### config.mk
export PLATFORM = sky130hd
export DESIGN_NAME = i2c_staged_regslave
export DESIGN_NICKNAME = d
export VERILOG_FILES = /design/src/rtl/i2cs_pkg.sv /design/src/rtl/i2cs_glitch_filter.sv /design/src/rtl/i2cs_bus_events.sv /design/src/rtl/i2cs_stage_buf.sv /design/src/rtl/i2c_staged_regslave.sv
export SDC_FILE = /design/constraint.sdc
export NUM_CORES = 1
export LEC_CHECK = 0
export BUFFER_PORTS_ARGS = -buffer_cell sky130_fd_sc_hd__buf_2
export CAP_MARGIN = 20
export CORE_MARGIN = 4
export CORE_UTILIZATION = 40
export CTS_CLUSTER_SIZE = 28
export DETAILED_ROUTE_END_ITERATION = 8
export PLACE_DENSITY_LB_ADDON = 0.3
export SYNTH_ARGS = -nofsm -noshare
export SYNTH_HDL_FRONTEND = slang
export SYNTH_SLANG_ARGS = --single-unit
export TNS_END_PERCENT = 50
### constraint.sdc
create_clock -name clk -period 5.45 [get_ports clk]
set_clock_uncertainty 0.2 [all_clocks]
set_input_delay 0.2725 -clock clk [delete_from_list [all_inputs] [get_ports clk]]
set_output_delay 0.2725 -clock clk [all_outputs]
set_load 0.01 [all_outputs]
### src/rtl/i2cs_pkg.sv
package i2cs_pkg;

    localparam int BYTE_W = 8;
    localparam int OFF_W  = 16;

    typedef enum logic [2:0] {
        ST_IDLE,
        ST_DEV_ADDR,
        ST_DEV_ACK,
        ST_RX_BYTE,
        ST_RX_ACK,
        ST_TX_BYTE,
        ST_TX_ACK,
        ST_WAIT
    } slv_state_t;

    typedef enum logic [1:0] {
        PH_OFF_HI,
        PH_OFF_LO,
        PH_DATA
    } rx_phase_t;

endpackage

### src/rtl/i2cs_glitch_filter.sv
module i2cs_glitch_filter #(
    parameter int FILT_LEN = 4
) (
    input  logic clk,
    input  logic rst_n,
    input  logic din,
    output logic dout
);
    localparam int CW = $clog2(FILT_LEN + 1);

    logic [1:0]    sync_q;
    logic [CW-1:0] cnt_q;

    always_ff @(posedge clk or negedge rst_n) begin
        if (!rst_n) begin
            sync_q <= 2'b11;
            cnt_q  <= '0;
            dout   <= 1'b1;
        end else begin
            sync_q <= {sync_q[0], din};
            if (sync_q[1] == dout) begin
                cnt_q <= '0;
            end else if (cnt_q == CW'(FILT_LEN - 1)) begin
                dout  <= sync_q[1];
                cnt_q <= '0;
            end else begin
                cnt_q <= cnt_q + 1'b1;
            end
        end
    end


    glitch_hold_chk: assert property (@(posedge clk) disable iff (!rst_n)
        !$stable(dout) |-> ($past(sync_q[1]) == dout) && ($past(sync_q[1], 2) == dout));

endmodule

### src/rtl/i2cs_bus_events.sv
module i2cs_bus_events (
    input  logic clk,
    input  logic rst_n,
    input  logic scl_f,
    input  logic sda_f,
    output logic scl_rise,
    output logic scl_fall,
    output logic start_evt,
    output logic stop_evt
);
    logic scl_p, sda_p;

    always_ff @(posedge clk or negedge rst_n) begin
        if (!rst_n) begin
            scl_p <= 1'b1;
            sda_p <= 1'b1;
        end else begin
            scl_p <= scl_f;
            sda_p <= sda_f;
        end
    end

    assign scl_rise  =  scl_f & ~scl_p;
    assign scl_fall  = ~scl_f &  scl_p;
    assign start_evt =  scl_f &  scl_p &  sda_p & ~sda_f;
    assign stop_evt  =  scl_f &  scl_p & ~sda_p &  sda_f;

endmodule

### src/rtl/i2cs_stage_buf.sv
module i2cs_stage_buf #(
    parameter int DEPTH = 16,
    parameter int BW    = 8,
    localparam int CNT_W = $clog2(DEPTH + 1)
) (
    input  logic                clk,
    input  logic                rst_n,
    input  logic                clear,
    input  logic                push,
    input  logic [BW-1:0]       push_data,
    output logic [CNT_W-1:0]    count,
    output logic                full,
    output logic [DEPTH*BW-1:0] flat_data
);
    assign full = (count == CNT_W'(DEPTH));

    always_ff @(posedge clk or negedge rst_n) begin
        if (!rst_n)          count <= '0;
        else if (clear)      count <= '0;
        else if (push)       count <= count + 1'b1;
    end

    for (genvar g = 0; g < DEPTH; g++) begin : g_slot
        always_ff @(posedge clk or negedge rst_n) begin
            if (!rst_n)
                flat_data[g*BW +: BW] <= '0;
            else if (push && !clear && count == CNT_W'(g))
                flat_data[g*BW +: BW] <= push_data;
        end
    end


    stage_cnt_bound_chk: assert property (@(posedge clk) disable iff (!rst_n)
        count <= CNT_W'(DEPTH));


    no_push_when_full_chk: assert property (@(posedge clk) disable iff (!rst_n)
        push |-> !full);

endmodule

### src/rtl/i2c_staged_regslave.sv
module i2c_staged_regslave
    import i2cs_pkg::*;
#(
    parameter int STAGE_DEPTH = 16,
    parameter int FILT_LEN    = 4,
    localparam int CNT_W      = $clog2(STAGE_DEPTH + 1)
) (
    input  logic                          clk,
    input  logic                          rst_n,
    input  logic                          scl_i,
    input  logic                          sda_i,
    output logic                          sda_pull,
    input  logic [5:0]                    cfg_dev_hi,
    input  logic                          addr_strap,
    input  logic                          busy,
    output logic [OFF_W-1:0]              rf_rd_addr,
    input  logic [BYTE_W-1:0]             rf_rd_data,
    output logic                          rf_wr_en,
    output logic [OFF_W-1:0]              rf_wr_addr,
    output logic [CNT_W-1:0]              rf_wr_len,
    output logic [STAGE_DEPTH*BYTE_W-1:0] rf_wr_data
);
    // line conditioning
    logic [1:0] raw_lines, filt_lines;
    assign raw_lines = {sda_i, scl_i};

    for (genvar g = 0; g < 2; g++) begin : g_filt
        i2cs_glitch_filter #(.FILT_LEN(FILT_LEN)) u_filt (
            .clk  (clk),
            .rst_n(rst_n),
            .din  (raw_lines[g]),
            .dout (filt_lines[g])
        );
    end

    logic scl_f, sda_f;
    assign scl_f = filt_lines[0];
    assign sda_f = filt_lines[1];

    logic scl_rise, scl_fall, start_evt, stop_evt;

    i2cs_bus_events u_events (
        .clk      (clk),
        .rst_n    (rst_n),
        .scl_f    (scl_f),
        .sda_f    (sda_f),
        .scl_rise (scl_rise),
        .scl_fall (scl_fall),
        .start_evt(start_evt),
        .stop_evt (stop_evt)
    );

    // protocol state
    slv_state_t         state, state_nx;
    rx_phase_t          phase;
    logic [3:0]         bitcnt;
    logic [BYTE_W-1:0]  shreg, txreg, off_hi;
    logic [OFF_W-1:0]   ptr, base;
    logic               ack_q, m_ack, is_read;

    logic               buf_full, buf_push, buf_clear;
    logic [CNT_W-1:0]   buf_count;

    logic byte_end, addr_hit, data_ok;
    assign byte_end = scl_fall && (bitcnt == 4'd8);
    assign addr_hit = (shreg[7:1] == {cfg_dev_hi, addr_strap}) && !busy;
    assign data_ok  = (phase != PH_DATA) || !buf_full;
    assign buf_push = (state == ST_RX_BYTE) && byte_end && (phase == PH_DATA)
                      && !buf_full && !start_evt && !stop_evt;
    assign buf_clear = start_evt || stop_evt;
    assign rf_rd_addr = ptr;

    i2cs_stage_buf #(.DEPTH(STAGE_DEPTH), .BW(BYTE_W)) u_stage (
        .clk      (clk),
        .rst_n    (rst_n),
        .clear    (buf_clear),
        .push     (buf_push),
        .push_data(shreg),
        .count    (buf_count),
        .full     (buf_full),
        .flat_data(rf_wr_data)
    );

    // next-state logic
    always_comb begin
        state_nx = state;
        if (stop_evt) begin
            state_nx = ST_IDLE;
        end else if (start_evt) begin
            state_nx = ST_DEV_ADDR;
        end else begin
            unique case (state)
                ST_IDLE:     state_nx = ST_IDLE;
                ST_DEV_ADDR: if (byte_end) state_nx = addr_hit ? ST_DEV_ACK : ST_WAIT;
                ST_DEV_ACK:  if (scl_fall) state_nx = is_read ? ST_TX_BYTE : ST_RX_BYTE;
                ST_RX_BYTE:  if (byte_end) state_nx = ST_RX_ACK;
                ST_RX_ACK:   if (scl_fall) state_nx = ack_q ? ST_RX_BYTE : ST_WAIT;
                ST_TX_BYTE:  if (byte_end) state_nx = ST_TX_ACK;
                ST_TX_ACK:   if (scl_fall) state_nx = m_ack ? ST_TX_BYTE : ST_WAIT;
                ST_WAIT:     state_nx = ST_WAIT;
            endcase
        end
    end

    // state register
    always_ff @(posedge clk or negedge rst_n) begin
        if (!rst_n) state <= ST_IDLE;
        else        state <= state_nx;
    end

    // datapath and outputs
    always_ff @(posedge clk or negedge rst_n) begin
        if (!rst_n) begin
            sda_pull   <= 1'b0;
            rf_wr_en   <= 1'b0;
            rf_wr_addr <= '0;
            rf_wr_len  <= '0;
            phase      <= PH_OFF_HI;
            bitcnt     <= '0;
            shreg      <= '0;
            txreg      <= '0;
            off_hi     <= '0;
            ptr        <= '0;
            base       <= '0;
            ack_q      <= 1'b0;
            m_ack      <= 1'b0;
            is_read    <= 1'b0;
        end else begin
            rf_wr_en <= 1'b0;
            if (stop_evt) begin
                sda_pull   <= 1'b0;
                rf_wr_en   <= (buf_count != '0);
                rf_wr_addr <= base;
                rf_wr_len  <= buf_count;
            end else if (start_evt) begin
                sda_pull <= 1'b0;
                bitcnt   <= '0;
            end else begin
                unique case (state)
                    ST_DEV_ADDR: begin
                        if (scl_rise) begin
                            shreg  <= {shreg[6:0], sda_f};
                            bitcnt <= bitcnt + 4'd1;
                        end else if (byte_end) begin
                            bitcnt <= '0;
                            if (addr_hit) begin
                                sda_pull <= 1'b1;
                                is_read  <= shreg[0];
                                phase    <= PH_OFF_HI;
                            end
                        end
                    end
                    ST_DEV_ACK: begin
                        if (scl_fall) begin
                            if (is_read) begin
                                txreg    <= rf_rd_data;
                                sda_pull <= ~rf_rd_data[7];
                                ptr      <= ptr + 16'd1;
                            end else begin
                                sda_pull <= 1'b0;
                            end
                        end
                    end
                    ST_RX_BYTE: begin
                        if (scl_rise) begin
                            shreg  <= {shreg[6:0], sda_f};
                            bitcnt <= bitcnt + 4'd1;
                        end else if (byte_end) begin
                            bitcnt   <= '0;
                            sda_pull <= data_ok;
                            ack_q    <= data_ok;
                            unique case (phase)
                                PH_OFF_HI: begin
                                    off_hi <= shreg;
                                    phase  <= PH_OFF_LO;
                                end
                                PH_OFF_LO: begin
                                    ptr   <= {off_hi, shreg};
                                    base  <= {off_hi, shreg};
                                    phase <= PH_DATA;
                                end
                                default: begin
                                    if (!buf_full) ptr <= ptr + 16'd1;
                                end
                            endcase
                        end
                    end
                    ST_RX_ACK: begin
                        if (scl_fall) sda_pull <= 1'b0;
                    end
                    ST_TX_BYTE: begin
                        if (scl_rise) begin
                            bitcnt <= bitcnt + 4'd1;
                        end else if (scl_fall) begin
                            if (bitcnt == 4'd8) begin
                                sda_pull <= 1'b0;
                                bitcnt   <= '0;
                            end else begin
                                txreg    <= {txreg[6:0], 1'b0};
                                sda_pull <= ~txreg[6];
                            end
                        end
                    end
                    ST_TX_ACK: begin
                        if (scl_rise) begin
                            m_ack <= ~sda_f;
                        end else if (scl_fall && m_ack) begin
                            txreg    <= rf_rd_data;
                            sda_pull <= ~rf_rd_data[7];
                            ptr      <= ptr + 16'd1;
                        end
                    end
                    default: ;
                endcase
            end
        end
    end


    commit_after_stop_chk: assert property (@(posedge clk) disable iff (!rst_n)
        rf_wr_en |-> $past(stop_evt));


    commit_len_chk: assert property (@(posedge clk) disable iff (!rst_n)
        rf_wr_en |-> (rf_wr_len != '0) && (rf_wr_len <= CNT_W'(STAGE_DEPTH)));


    busy_no_ack_chk: assert property (@(posedge clk) disable iff (!rst_n)
        (state == ST_DEV_ACK && $past(state) == ST_DEV_ADDR) |-> !$past(busy));


    wait_released_chk: assert property (@(posedge clk) disable iff (!rst_n)
        (state == ST_WAIT) |-> !sda_pull);

endmodule

==> impl_metrics.yaml <==
synth:
  yosys.area_share.adder: 0.01592
  yosys.area.top_type_share: 0.5609
  yosys.area_share.simple: 0.1123
  synth_area_per_cell_um2: 12.51
  yosys_warnings: 0
  async_flop_share: 1.000
  synth.top_cells.by_count: "dfrtp_1, mux2_2, nand2_1, mux2_1, clkbuf_1"
  seq_area_frac_synth: 0.5814
  ys_ff_latch: 237
  synth.area.top_cells: "dfrtp_1, mux2_2, mux2_1, nand2_1, dfstp_2"
  synth-xor-area-share: 0.01114
  synth_cells: 817
  syn_area_um2: 10220
  synth_top_flop_cell: "dfrtp_1"
  syn-num-nets: 850
  yosysTopAreaCell: "dfrtp_1"
  synth.distinct_cells: 53
  synth_edf_count: 0
  synth_top_family_by_area: "multiplexers"
  synth.area.mux_share: 0.1925
  synth.most_common_cell: "dfrtp_1"
  synth_compound_area_frac: 0.06111
power:
  powerDensity_nw_per_um2: 367.6
  internal_power_w: 0.003268
  p_leak_nw: 6.693
  pwr-share-clk: 0.396
  ir_drop_uv: 240.0
  p_seq_frac: 0.444
  switching_share: 0.2884
  netSwitchingPower_w: 0.001324
  fin_total_pwr_w: 0.004592
  combPwrFrac: 0.160
place:
  port_buffers: 186
  gp_congestion: 0.8620
  hpwl_um: 17320
  placed_cells: 1292
sta:
  min_period_ns: 3.375
  fmax_mhz: 296.3
  setup_viol: 0
  hold_viol: 0
  period_share: 0.6192
  fin_tns_setup_ns: 0
  finalMaxSlewViolations: 0
  tightestPinTransition_ns: 0.9518
  slew_headroom: 0.3655
  rsz0062_at_grt: "false"
layout:
  fillCellCount: 2262
  num_antenna_cells: 0
  final_layout_size_suffix_gt1_frac: 0.3793
  syn_to_final_growth_pct: 22.24
  stdcell_count: 1353
  fin_util: 0.4960
  fin_nets: 1036
min_path:
  min_from: "rf_rd_data[7]"
  min_path_cells: 4
  hold_path.class: "in -> reg"
  whs_endpoint: "sda_pull"
clock_network:
  h-tree-depth: 1
  cts_sinks: 237
  cts_buffer_depth: 3
  tritoncts: "done"
  path_clk_slew_ns: 0.06
  clk_latency_ns: 0.53
  cts_buffers: 27
  cts-root-buf: "clkbuf_16"
  ctsResizeCount: 0
setup_path:
  cp-end-kind: "register"
  path_cells: "inv_1 -> ha_1 -> nand2b_1 -> o21ai_0 -> nand4b_1 -> nor2_1 -> a2bb2oi_1"
  critPathKind: "reg -> reg"
  critPathMaxStageDelay_ns: 0.95
  reg2reg_slack_ns: 2.08
  startpoint_type: "register"
  cp.arrival_ns: 3.53
  r2r_cells: 7
  cp_data_required_time_ns: 5.60
  cpMaxStageDelayCell: "nor2_1"
  path_max_fanout: 18
  regToRegEndpoint: "rf_rd_addr[2]"
  rr_startpoint: "u_events.scl_p"
detailed_routing:
  routed_wl_um: 26450
  drt_iter0_markers: 277
  dr_total_vias: 7091
  antenna_left: 0
  wl_per_cell_um: 19.55
  via_per_inst: 5.241
  drt_first_pass_iters: 5
  drc: 0
global_routing:
  antenna_found_initial: 0
  use_met3: 0.05400
  grt_pass1_wl_um: 42250
  grt_pass1_vias: 7356
  grt.total_usage: 0.1855
  grt_max_degree: 162
  grt.busiest_layer: "met2"
  grt_util_met2: 0.2977
  grt_overflow: 0
  grtUsageMet1: 0.2516
job:
  drv_cap: 0
floorplanning:
  rows: 58
  io_pins: 187
  die_area_um2: 28160
  initial_utilization: 0.4057
  die_x_um: 167.8
  core_um2: 25180
  die_h_um: 167.8
run_status:
  status: "completed"
## layer usage
metal,vias to the layer above,wire length (um)
met5,-,0
met4,0,552
met3,40,2037
met2,206,12270
met1,3585,11590
li1,3260,-
## worst max-delay path by stage
stage | from | to | cells past startpoint
detailed placement | u_events.scl_p | rf_rd_addr[2] | 7
finish | u_events.scl_p | rf_rd_addr[2] | 7
global route | u_events.scl_p | rf_rd_addr[10] | 7
global placement | u_events.scl_p | rf_rd_addr[10] | 7
CTS | u_events.scl_p | rf_rd_addr[10] | 7
floorplan | g_filt[0].u_filt.dout | base[10] | 8
## critical path, delay by kind of cell (launching register included)
family                     cells  cell delay (ns)
and+or+nand+nor                3             1.79
DFF                            1             0.54
AOI/OAI and AO/OA              2             0.35
adders and majority gates      1             0.27
buffers and inverters          1             0.05
## state kept, by name, indices dropped and copies added (netlist names), 3 cells and up
signal,cells
rf_wr_addr,16
off_hi,8
state,3
shreg,8
bitcnt,4
u_stage.count,5
txreg,7
rf_wr_len,5
u_stage.flat_data,128
base,16
rf_rd_addr,16
g_filt.u_filt.cnt_q,6
g_filt.u_filt.sync_q,4
## power groups by stage
stage | Clock (W) | Sequential, W | Combinational [W]
3_3_place_gp | 0 | 0.00208 | 0.000673
4_1_cts | 0.00187 | 0.00206 | 0.000696
2_1_floorplan | 0 | 0.00198 | 0.000559
5_1_grt | 0.00195 | 0.00206 | 0.000815
3_5_place_dp | 0 | 0.00209 | 0.000685
6_report | 0.00182 | 0.00204 | 0.000735
## kinds of logic (layout without fill, tap and decap cells)
group,Yosys count,after routing
flops,237,237
simple gates,223,223
mux,176,176
compound gates,92,92
buf+inv,63,269
fa+ha+maj,13,13
xor+xnor,13,13
## layout make-up
cell class | instances | area [um2] | share of cell area
Multi-Input combinational cell | 517 | 4015 | 0.3215
Sequential cell | 237 | 5941 | 0.4757
Timing Repair Buffer | 207 | 1164 | 0.09317
Inverter | 13 | 48.80 | 0.003907
Clock buffer | 40 | 804.5 | 0.06442
Clock inverter | 9 | 103.9 | 0.008315
Tap cell | 330 | 412.9 | 0.03306
## cells in the final DEF (no fill, tap or decap), types with 12 or more instances in the layout
master,instances
dfrtp_1,229
buf_2,185
mux2_2,116
nand2_1,82
mux2_1,48
clkbuf_16,27
nor2_1,26
o21ai_0,26
a21oi_1,24
nand3_1,20
nor3_1,19
inv_1,13
ha_1,13
and3_1,12
a2bb2oi_1,12
mux2i_1,12
nand2_2,12
## stage by stage
step,setup slack (ns),cell area [um2],hold WS (ns)
floorplan,2.889,10220,-0.2231
global placement,2.283,11440,0.08622
detailed placement,2.121,11440,0.08470
CTS,2.108,12450,0.04477
global route,1.793,12490,0.1003
finish,2.075,12490,0.06719
## timing repair
action	in CTS	in global routing
endpoints found under the hold margin	85	0
hold buffers	10	0
buffers inserted	0	0
endpoints found under the setup margin	0	0
No activity file was read; power rests on OpenSTA's default activity.
